### src/rtl/tmr_bank_pkg.sv
package tmr_bank_pkg;

    typedef enum logic [1:0] {
        MODE_FREE   = 2'd0,
        MODE_ONCE   = 2'd1,
        MODE_RELOAD = 2'd2,
        MODE_RSVD   = 2'd3
    } tmr_mode_e;

    localparam int CH_STRIDE_LOG2 = 3;   // eight bytes per channel
    localparam int EN_BIT         = 0;
    localparam int MODE_LSB       = 4;
    localparam int MODE_MSB       = 5;

endpackage

### src/rtl/tmr_bank_dec.sv
module tmr_bank_dec #(
    parameter int NUM_CH = 8,
    parameter int ADDR_W = 6,
    parameter int CH_W   = 3
) (
    input  logic              clk,
    input  logic              rst_n,
    input  logic              wr_en,
    input  logic [ADDR_W-1:0] addr,
    output logic [NUM_CH-1:0] ctrl_we,
    output logic [NUM_CH-1:0] cnt_we,
    output logic [CH_W-1:0]   sel_ch,
    output logic              sel_cnt,
    output logic              aligned
);
    import tmr_bank_pkg::*;

    always_comb begin
        sel_ch  = addr[ADDR_W-1:CH_STRIDE_LOG2];
        sel_cnt = addr[2];
        aligned = (addr[1:0] == 2'b00);
        ctrl_we = '0;
        cnt_we  = '0;
        for (int i = 0; i < NUM_CH; i++) begin
            if (wr_en && aligned && (sel_ch == CH_W'(i))) begin
                ctrl_we[i] = !sel_cnt;
                cnt_we[i]  = sel_cnt;
            end
        end
    end

    // one write reaches at most one register
    p_single_target_r2: assert property (@(posedge clk) disable iff (!rst_n)
        $onehot0({ctrl_we, cnt_we}));

    // misaligned writes hit nothing
    p_misaligned_ignored_r2: assert property (@(posedge clk) disable iff (!rst_n)
        (wr_en && addr[1:0] != 2'b00) |-> ({ctrl_we, cnt_we} == '0));

endmodule

### src/rtl/tmr_bank_chan.sv
module tmr_bank_chan #(
    parameter int CNT_W = 32
) (
    input  logic                    clk,
    input  logic                    rst_n,
    input  logic                    ctrl_we,
    input  logic                    cnt_we,
    input  logic [CNT_W-1:0]        wdata,
    output logic                    en,
    output tmr_bank_pkg::tmr_mode_e mode,
    output logic [CNT_W-1:0]        cnt,
    output logic                    irq
);
    import tmr_bank_pkg::*;

    localparam logic [CNT_W-1:0] ONE = CNT_W'(1);

    typedef struct packed {
        logic             en;
        tmr_mode_e        mode;
        logic [CNT_W-1:0] cnt;
        logic [CNT_W-1:0] rld;
        logic             irq;
    } chan_st_t;

    chan_st_t st_d, st_q;

    always_comb begin
        st_d     = st_q;
        st_d.irq = 1'b0;
        if (cnt_we) begin
            st_d.cnt = wdata;
            st_d.rld = wdata;
        end else if (st_q.en) begin
            case (st_q.mode)
                MODE_ONCE: begin
                    if (st_q.cnt == '0) begin
                        st_d.en = 1'b0;
                    end else if (st_q.cnt == ONE) begin
                        st_d.cnt = '0;
                        st_d.en  = 1'b0;
                        st_d.irq = 1'b1;
                    end else begin
                        st_d.cnt = st_q.cnt - ONE;
                    end
                end
                MODE_RELOAD: begin
                    if (st_q.cnt == '0) begin
                        st_d.cnt = st_q.rld;
                    end else if (st_q.cnt == ONE) begin
                        st_d.cnt = st_q.rld;
                        st_d.irq = 1'b1;
                    end else begin
                        st_d.cnt = st_q.cnt - ONE;
                    end
                end
                default: begin
                    st_d.cnt = st_q.cnt - ONE;
                    st_d.irq = (st_q.cnt == ONE);
                end
            endcase
        end
        if (ctrl_we) begin
            st_d.en   = wdata[EN_BIT];
            st_d.mode = tmr_mode_e'(wdata[MODE_MSB:MODE_LSB]);
        end
    end

    always_ff @(posedge clk or negedge rst_n) begin
        if (!rst_n) begin
            st_q <= '0;
        end else begin
            st_q <= st_d;
        end
    end

    assign en   = st_q.en;
    assign mode = st_q.mode;
    assign cnt  = st_q.cnt;
    assign irq  = st_q.irq;

    // a count write lands in the live counter
    p_cnt_load_r4: assert property (@(posedge clk) disable iff (!rst_n)
        cnt_we |=> (cnt == $past(wdata)));

    // a stopped channel holds its count
    p_hold_when_off_r4: assert property (@(posedge clk) disable iff (!rst_n)
        (!en && !cnt_we) |=> $stable(cnt));

    // one-shot expiry stops the channel with a pulse
    p_once_stop_r7: assert property (@(posedge clk) disable iff (!rst_n)
        (en && mode == MODE_ONCE && cnt == ONE && !cnt_we && !ctrl_we)
        |=> (!en && irq && cnt == '0));

    // periodic expiry reloads with a pulse
    p_reload_r8: assert property (@(posedge clk) disable iff (!rst_n)
        (en && mode == MODE_RELOAD && cnt == ONE && !cnt_we)
        |=> (irq && cnt == $past(st_q.rld)));

    // a pulse comes only from a channel that was running
    p_irq_needs_en_r10: assert property (@(posedge clk) disable iff (!rst_n)
        irq |-> $past(en));

    // the pulse lasts one cycle
    p_pulse_width_r6: assert property (@(posedge clk) disable iff (!rst_n)
        (irq && !$past(cnt_we)) |=> !irq || cnt != '0);

endmodule

### src/rtl/tmr_bank.sv
module tmr_bank #(
    parameter int NUM_CH = 8,
    parameter int CNT_W  = 32,
    parameter int ADDR_W = 6
) (
    input  logic              clk,
    input  logic              rst_n,
    input  logic              wr_en,
    input  logic              rd_en,
    input  logic [ADDR_W-1:0] addr,
    input  logic [CNT_W-1:0]  wdata,
    output logic [CNT_W-1:0]  rdata,
    output logic [NUM_CH-1:0] irq
);
    import tmr_bank_pkg::*;

    localparam int CH_W = ADDR_W - CH_STRIDE_LOG2;

    logic [NUM_CH-1:0] ctrl_we, cnt_we;
    logic [CH_W-1:0]   sel_ch;
    logic              sel_cnt, aligned;
    logic [CNT_W-1:0]  ch_cnt  [NUM_CH];
    logic [CNT_W-1:0]  ch_ctrl [NUM_CH];
    logic [CNT_W-1:0]  rdata_d, rdata_q;

    tmr_bank_dec #(
        .NUM_CH (NUM_CH),
        .ADDR_W (ADDR_W),
        .CH_W   (CH_W)
    ) dec_i (
        .clk     (clk),
        .rst_n   (rst_n),
        .wr_en   (wr_en),
        .addr    (addr),
        .ctrl_we (ctrl_we),
        .cnt_we  (cnt_we),
        .sel_ch  (sel_ch),
        .sel_cnt (sel_cnt),
        .aligned (aligned)
    );

    for (genvar g = 0; g < NUM_CH; g++) begin : g_ch
        logic      en;
        tmr_mode_e mode;

        tmr_bank_chan #(.CNT_W(CNT_W)) chan_i (
            .clk     (clk),
            .rst_n   (rst_n),
            .ctrl_we (ctrl_we[g]),
            .cnt_we  (cnt_we[g]),
            .wdata   (wdata),
            .en      (en),
            .mode    (mode),
            .cnt     (ch_cnt[g]),
            .irq     (irq[g])
        );

        always_comb begin
            ch_ctrl[g]                   = '0;
            ch_ctrl[g][EN_BIT]           = en;
            ch_ctrl[g][MODE_MSB:MODE_LSB] = mode;
        end
    end

    always_comb begin
        rdata_d = rdata_q;
        if (rd_en) begin
            if (!aligned) begin
                rdata_d = '0;
            end else if (sel_cnt) begin
                rdata_d = ch_cnt[sel_ch];
            end else begin
                rdata_d = ch_ctrl[sel_ch];
            end
        end
    end

    always_ff @(posedge clk or negedge rst_n) begin
        if (!rst_n) begin
            rdata_q <= '0;
        end else begin
            rdata_q <= rdata_d;
        end
    end

    assign rdata = rdata_q;

    // read data holds between reads
    p_rdata_hold_r5: assert property (@(posedge clk) disable iff (!rst_n)
        !rd_en |=> $stable(rdata));

    // misaligned reads return zero
    p_misaligned_zero_r2: assert property (@(posedge clk) disable iff (!rst_n)
        (rd_en && addr[1:0] != 2'b00) |=> (rdata == '0));

endmodule

### config.mk
export PLATFORM = sky130hd
export DESIGN_NAME = tmr_bank
export DESIGN_NICKNAME = d
export VERILOG_FILES = /design/src/rtl/tmr_bank_pkg.sv /design/src/rtl/tmr_bank_dec.sv /design/src/rtl/tmr_bank_chan.sv /design/src/rtl/tmr_bank.sv
export SDC_FILE = /design/constraint.sdc
export NUM_CORES = 2
export LEC_CHECK = 0
export BUFFER_PORTS_ARGS = -buffer_cell sky130_fd_sc_hd__buf_2
export CORE_AREA = 2 2 355 357
export CTS_BUF_LIST = sky130_fd_sc_hd__clkbuf_4 sky130_fd_sc_hd__clkbuf_8
export DETAILED_ROUTE_END_ITERATION = 12
export DIE_AREA = 0 0 357 359
export GPL_ROUTABILITY_DRIVEN = 0
export GPL_TIMING_DRIVEN = 0
export HOLD_SLACK_MARGIN = 0.12
export PLACE_DENSITY = 0.52
export SLEW_MARGIN = 10
export SYNTH_ARGS = -nofsm -noshare
export SYNTH_HDL_FRONTEND = slang
export SYNTH_HIERARCHICAL = 1
export SYNTH_SLANG_ARGS = --single-unit
### constraint.sdc
create_clock -name clk -period 4 [get_ports clk]
set_input_delay 0.2 -clock clk [delete_from_list [all_inputs] [get_ports clk]]
set_output_delay 0.2 -clock clk [all_outputs]
set_load 0.01 [all_outputs]
# Yosys cells after proc, flatten, opt, wreduce, memory -nomap -nowiden
# Index checks and enable logic that the tools add are counted.
# word_totals
register_bits	576
input_bits	42
out_inout_bits	40
word_cells	310
# op_classes
add_sub_neg	8
order_cmp	1
n_eq_ne	47
mux	168
n_bitwise	1
n_reduce_logical	44
# op_table
op	count
32-bit 2-to-1 mux	54
32-bit case mux with 2 select lines	8
32-bit by 1-bit equality test with 1-bit output (second input constant)	8
32-bit zero test	8
32-bit by 1-bit subtractor with 32-bit output (second input constant)	8
32-bit binary-select mux with 3-bit select	2
1-bit 2-to-1 mux	96
3-bit 2-to-1 mux	8
3-bit by 2-bit inequality test with 1-bit output (second input constant)	8
2-bit by 1-bit equality test with 1-bit output (second input constant)	8
2-bit equality test (second input constant)	8
2-bit by 1-bit inequality test with 1-bit output (second input constant)	8
2-bit AND reduction	8
2-bit nonzero test	8
2-bit OR reduction	8
3-bit equality test (second input constant)	4
1-bit logical AND	9
3-bit by 2-bit equality test with 1-bit output (second input constant)	2
4-bit greater-or-equal comparator (second input constant)	1
3-bit NOT with 4-bit output	1
3-bit by 1-bit equality test with 1-bit output (second input constant)	1
3-bit zero test	1
2-bit zero test	1
1-bit zero test	1

# Longest topological paths before layout
# depth
word_depth	7
ltp_mapped	11
depth_no_buf	8

# By module
# The synthesis kept the hierarchy.
# by_module_without_submodules
mod	instances	cells_per_inst	area_each_um2	seq_area_each_um2
tmr_bank_chan at g_ch[2].chan_i ...	5	435	4219.0	1701.6
tmr_bank_chan at g_ch[0].chan_i ...	2	483	4196.5	1701.6
tmr_bank_chan at g_ch[7].chan_i	1	430	4206.5	1701.6
tmr_bank	1	209	3205.6	800.8
tmr_bank_dec	1	34	226.5	0.0

# Worst setup path after synthesis
# OpenSTA, ideal clock, no wires.
# synth_timing
kind	register -> register
from	register g_ch[7].chan_i.st_q, in the netlist g_ch[7].chan_i/cnt[0]
to	register g_ch[7].chan_i.st_q, in the netlist g_ch[7].chan_i/cnt[17]
setup_time_ps	126
arrival_ps	2851
t_required_ps	3874
setup_slack_ps	1023
stages_incl_launch_ff	11
n_path_buf	2
period_less_slack_ps	2977
path_cell_list	dfrtp_1 > inv_1 > ha_1 > or3b_2 > clkbuf_1 > or4_4 > o41a_4 > a21oi_4 > buf_6 > o21ai_1 > a221o_1
# synth_between
elab_chain_len	6
word_cells_on_any_way	12
cone_classes	add/sub (1); eq/ne (2); mux (7); reduce/logical (2)
# synth_lines
element	line	source
start, declared	tmr_bank_chan.sv:26	chan_st_t st_d, st_q;
start signal, assigned	tmr_bank_chan.sv:73	st_q <= st_d;
32-bit by 1-bit subtractor with 32-bit output / 32-bit by 1-bit equality test with 1-bit output (equally long branches)	n/a	
32-bit 2-to-1 mux, on equally long branches	tmr_bank_chan.sv:50, tmr_bank_chan.sv:39	
32-bit 2-to-1 mux, on equally long branches	tmr_bank_chan.sv:48, tmr_bank_chan.sv:37	
32-bit case mux with 2 select lines	tmr_bank_chan.sv:35	case (st_q.mode)
32-bit 2-to-1 mux	tmr_bank_chan.sv:34	end else if (st_q.en) begin
32-bit 2-to-1 mux	tmr_bank_chan.sv:31	if (cnt_we) begin
# Parallel ways exist; a longest one is shown, timed or not. The select of a mux whose other input is x is not followed.
# A chain may end at the register's enable or synchronous reset.

# Worst setup path after layout
# layout_timing
from	register g_ch[4].chan_i.st_q, in the netlist g_ch[4].chan_i/cnt[0]
to	register g_ch[4].chan_i.st_q, in the netlist g_ch[4].chan_i/cnt[25]
# layout_between
elab_chain_len	6
word_cells_on_any_way	12
cone_classes	add/sub (1); eq/ne (2); mux (7); reduce/logical (2)
# layout_lines
element	line
start, declared	tmr_bank_chan.sv:26
start signal, assigned	tmr_bank_chan.sv:73
32-bit by 1-bit subtractor with 32-bit output / 32-bit by 1-bit equality test with 1-bit output (equally long branches)	n/a
32-bit 2-to-1 mux, on equally long branches	tmr_bank_chan.sv:50, tmr_bank_chan.sv:39
32-bit 2-to-1 mux, on equally long branches	tmr_bank_chan.sv:48, tmr_bank_chan.sv:37
32-bit case mux with 2 select lines	tmr_bank_chan.sv:35
32-bit 2-to-1 mux	tmr_bank_chan.sv:34
32-bit 2-to-1 mux	tmr_bank_chan.sv:31
# Parallel ways exist; a longest one is shown, timed or not. The select of a mux whose other input is x is not followed.

==> qor.txt <==
Max clock buf depth: 3
CTS tree: built
Number of global-route vias before repair: 32.53k
CP delay by family, top: simple AND/OR/NAND/NOR gates
Cell area after placement: 39770 µm²
Floorplan core area: 124600 µm²
Mapped Cells: 3814
Layout overhead on the synthesized area: 14.98%
CTS root buf: clkbuf_8
Antenna violations before repair: 15
Max H-tree Level: 3
Reg-to-Reg End: g_ch[4].chan_i/cnt[25]$_DFFE_PN0P_
M2 GR Usage: 0.3645
Total number of vias: 34.59k
Worst vdd ir: 0.2453 mV
Final period util: 0.9745
Final period demand of the worst path: 3898 ps
Placed insts: 5549
Final nets: 4124
Detail Route Antenna Nets: 0
DIE WIDTH: 357 µm
Die Y: 359 µm
Synthesized area: 37130 µm²
Worst Clk Skew: 33.96 ps
Post-DR vias/cell: 5.969
Startpoint type of the worst setup path: flip-flop
Hold EP: rdata[24]$_DFFE_PN0P_
Top FF cell, synth: dfrtp_1
Post-synth top area share: 0.3882
CP max-delay cell: nor3_1
Final WL: 165900 µm
Post-synth cell types: 83
Largest net degree at the start of global routing: 102
CTS buffer count: 107
Yosys reg bits: 576
Initial core utilization: 0.2980
Ys Warns: 6
Drt pass-1 iters: 8
Fraction of layout cells with a size suffix above 1: 0.2486
Count of final setup violators: 0
Seq/Total Area, Yosys: 0.3882
PwrDens: 508.6 nW/µm²
Hold Fails Final Rpt: 0
Post-DR wirelength/cell: 28.63 µm
Setup bufs post-CTS: 0
Top-Level Pins: 82
Crit Path Max Fanout: 10
GRT met1 Usage: 0.3529
Slew Limit Fails: 0
Clock latency on the worst-skew pair: 820 ps
HP Start: addr[3]
First-pass GRT wire length: 239100 µm
Slew Limit Headroom: 0.09310
R2r setup slk: 100 ps
Crit path cell chain: inv_1, ha_1, nor3b_1, and4_1, buf_2, a31o_2, nor3_1, buf_2, a21oi_1, o32ai_1
WHS Path Cells: 5
Top-count cell post-synth: dfrtp_1
Critical path's largest stage delay: 1040 ps
Pleak: 17.36 nW
Final Cell Area: 42690 µm²
Post-Layout Cell Count: 5794
Post-synth EDFFs: 0
WS Path Type: flip-flop to flip-flop
GRT Total Usage: 0.2532
Top post-synthesis cells by area: dfrtp_1 (39%), mux2_2 (5.9%), buf_4 (5.8%)
Hpwl dp: 117200 µm
Largest area contributor in the netlist: dfrtp_1
# rows: 130
Reg2reg start: g_ch[4].chan_i/cnt[0]$_DFFE_PN0P_
Status: finished, final reports clean
DRT iter0 DRCs: 4544
GRT overflow: 0
Clock Sinks: 576
Syn_nets: 3888
Worst Tran Pin Value: 1348 ps
RSZ-0062 raised after global routing: false
Crit path DAT: 4550 ps
Die area: 128200 µm²
Synth top cells by count: dfrtp_1 (576), o21ai_0 (304), buf_4 (289)
Reg2Reg Depth: 10
Reg clk slew, reported paths: 60 ps
Post-route DRC: 0
Min-delay worst type: input port to flip-flop
FFs w/ async S/R, synth: 1.000
Req. time, crit path: 4650 ps
Critical path buffers and inverters: 3
Top Usage Layer GRT: met2
M3 GR Usage: 0.06462
Fmax: 0.2565 GHz
Max Cap Viol: 0
Most used cell, CP: buf_2
Buffers on Ports: 79
Mean post-synth cell area: 9.734 µm²
CP Capture Type: flip-flop
## flip-flops by register name (all words and copies together), names as in the netlist
| register | cells |
|---|---|
| g_ch.chan_i/cnt | 256 |
| g_ch.chan_i/st_q | 256 |
| rdata | 32 |
| g_ch.chan_i/mode | 16 |
| g_ch.chan_i/en | 8 |
| g_ch.chan_i/irq | 8 |
## metal layers
metal | share of wire | routed length [µm]
met1 | 0.42 | 70160
met2 | 0.42 | 69690
met3 | 0.10 | 17230
met4 | 0.053 | 8765
met5 | 0.00020 | 34
## cells in the final DEF, fill, tap and decap left out, types with 41 or more instances in the layout
cell type	synthesis	routed
dfrtp_1	576	576
o21ai_0	304	304
buf_4	289	289
nand2_1	250	250
nor2_1	197	197
mux2_2	195	195
nor3_1	166	165
inv_1	153	153
clkbuf_8	0	149
buf_2	69	147
clkbuf_1	131	131
o2bb2ai_1	82	82
nor4_1	83	82
a21oi_1	78	78
a22oi_1	73	73
a221o_1	72	72
a221oi_1	70	70
mux4_2	68	68
nand3_1	60	60
o31ai_1	58	58
a22o_1	55	55
o211ai_1	51	51
a31oi_1	51	51
dlygate4sd3_1	0	41
nand4_1	41	41
## worst register-to-register path: stages (launching register included)
cell,delay [ps]
dfrtp_1,530
inv_1,140
ha_1,320
nor3b_1,240
and4_1,230
buf_2,180
a31o_2,320
nor3_1,1040
buf_2,440
a21oi_1,110
o32ai_1,210
## power breakdown
| part | leakage, nW | internal, mW | switching [mW] |
|---|---|---|---|
| clock network | 1.30 | 3.75 | 2.87 |
| logic | 8.83 | 2.75 | 4.11 |
| registers | 7.22 | 6.82 | 1.41 |
| total | 17.4 | 13.3 | 8.39 |
## logic make-up after synthesis
logic type               after synthesis  share of synthesized area
AO/OA/AOI/OAI                       1166                     0.2280
XOR/XNOR                               2                  0.0004719
adder cells (fa/ha/maj)               32                    0.01078
buffers and inverters                684                     0.1031
flip-flops                           576                     0.3882
multiplexers                         298                     0.1098
AND/OR/NAND/NOR                     1056                     0.1596
## final cells by class
| type | count | area, µm² |
|---|---|---|
| Inverter | 153 | 574.3 |
| Antenna cell | 4 | 10.01 |
| Sequential cell | 576 | 14410 |
| Clock inverter | 30 | 272.8 |
| Clock buffer | 169 | 2201 |
| Tap cell | 1650 | 2064 |
| Multi-Input combinational cell | 2554 | 18900 |
| Fill cell | 12886 | 81900 |
| Timing Repair Buffer | 127 | 1001 |
| Buffer | 531 | 3257 |
## how the worst max path moves through the flow
stage                                                  from                                  to  depth (start not counted)
after floorplan           g_ch[7].chan_i/cnt[0]$_DFFE_PN0P_  g_ch[7].chan_i/cnt[17]$_DFFE_PN0P_                         10
after global placement                                rst_n  g_ch[5].chan_i/cnt[12]$_DFFE_PN0P_                          1
after detailed placement  g_ch[7].chan_i/cnt[0]$_DFFE_PN0P_  g_ch[7].chan_i/cnt[16]$_DFFE_PN0P_                         10
after CTS                                           addr[0]  g_ch[2].chan_i/st_q[3]$_DFFE_PN0P_                         10
after global routing                                addr[0]   g_ch[1].chan_i/cnt[5]$_DFFE_PN0P_                         13
final                     g_ch[4].chan_i/cnt[0]$_DFFE_PN0P_  g_ch[4].chan_i/cnt[25]$_DFFE_PN0P_                         10
## stage by stage
stage	power, mW	hold slack [ps]	utilization	setup WS [ps]	setup TNS, ps
2_1_floorplan	12.14	-95.59	-	1023	0
3_3_place_gp	14.84	488.1	0.3177	-10310	-5871830
3_5_place_dp	14.87	122.5	0.3192	268.6	0
4_1_cts	21.60	134.6	0.3425	51.03	0
5_1_grt	22.62	161.9	0.3426	17.26	0
6_report	21.71	179.2	0.3426	101.9	0
## what timing repair did
action,CTS,global route
endpoints found under the hold margin,439,0
setup endpoints to repair,0,23
gates resized for setup,0,3
hold buffers,42,0
Note: power is estimated with default switching activity, not from simulation.
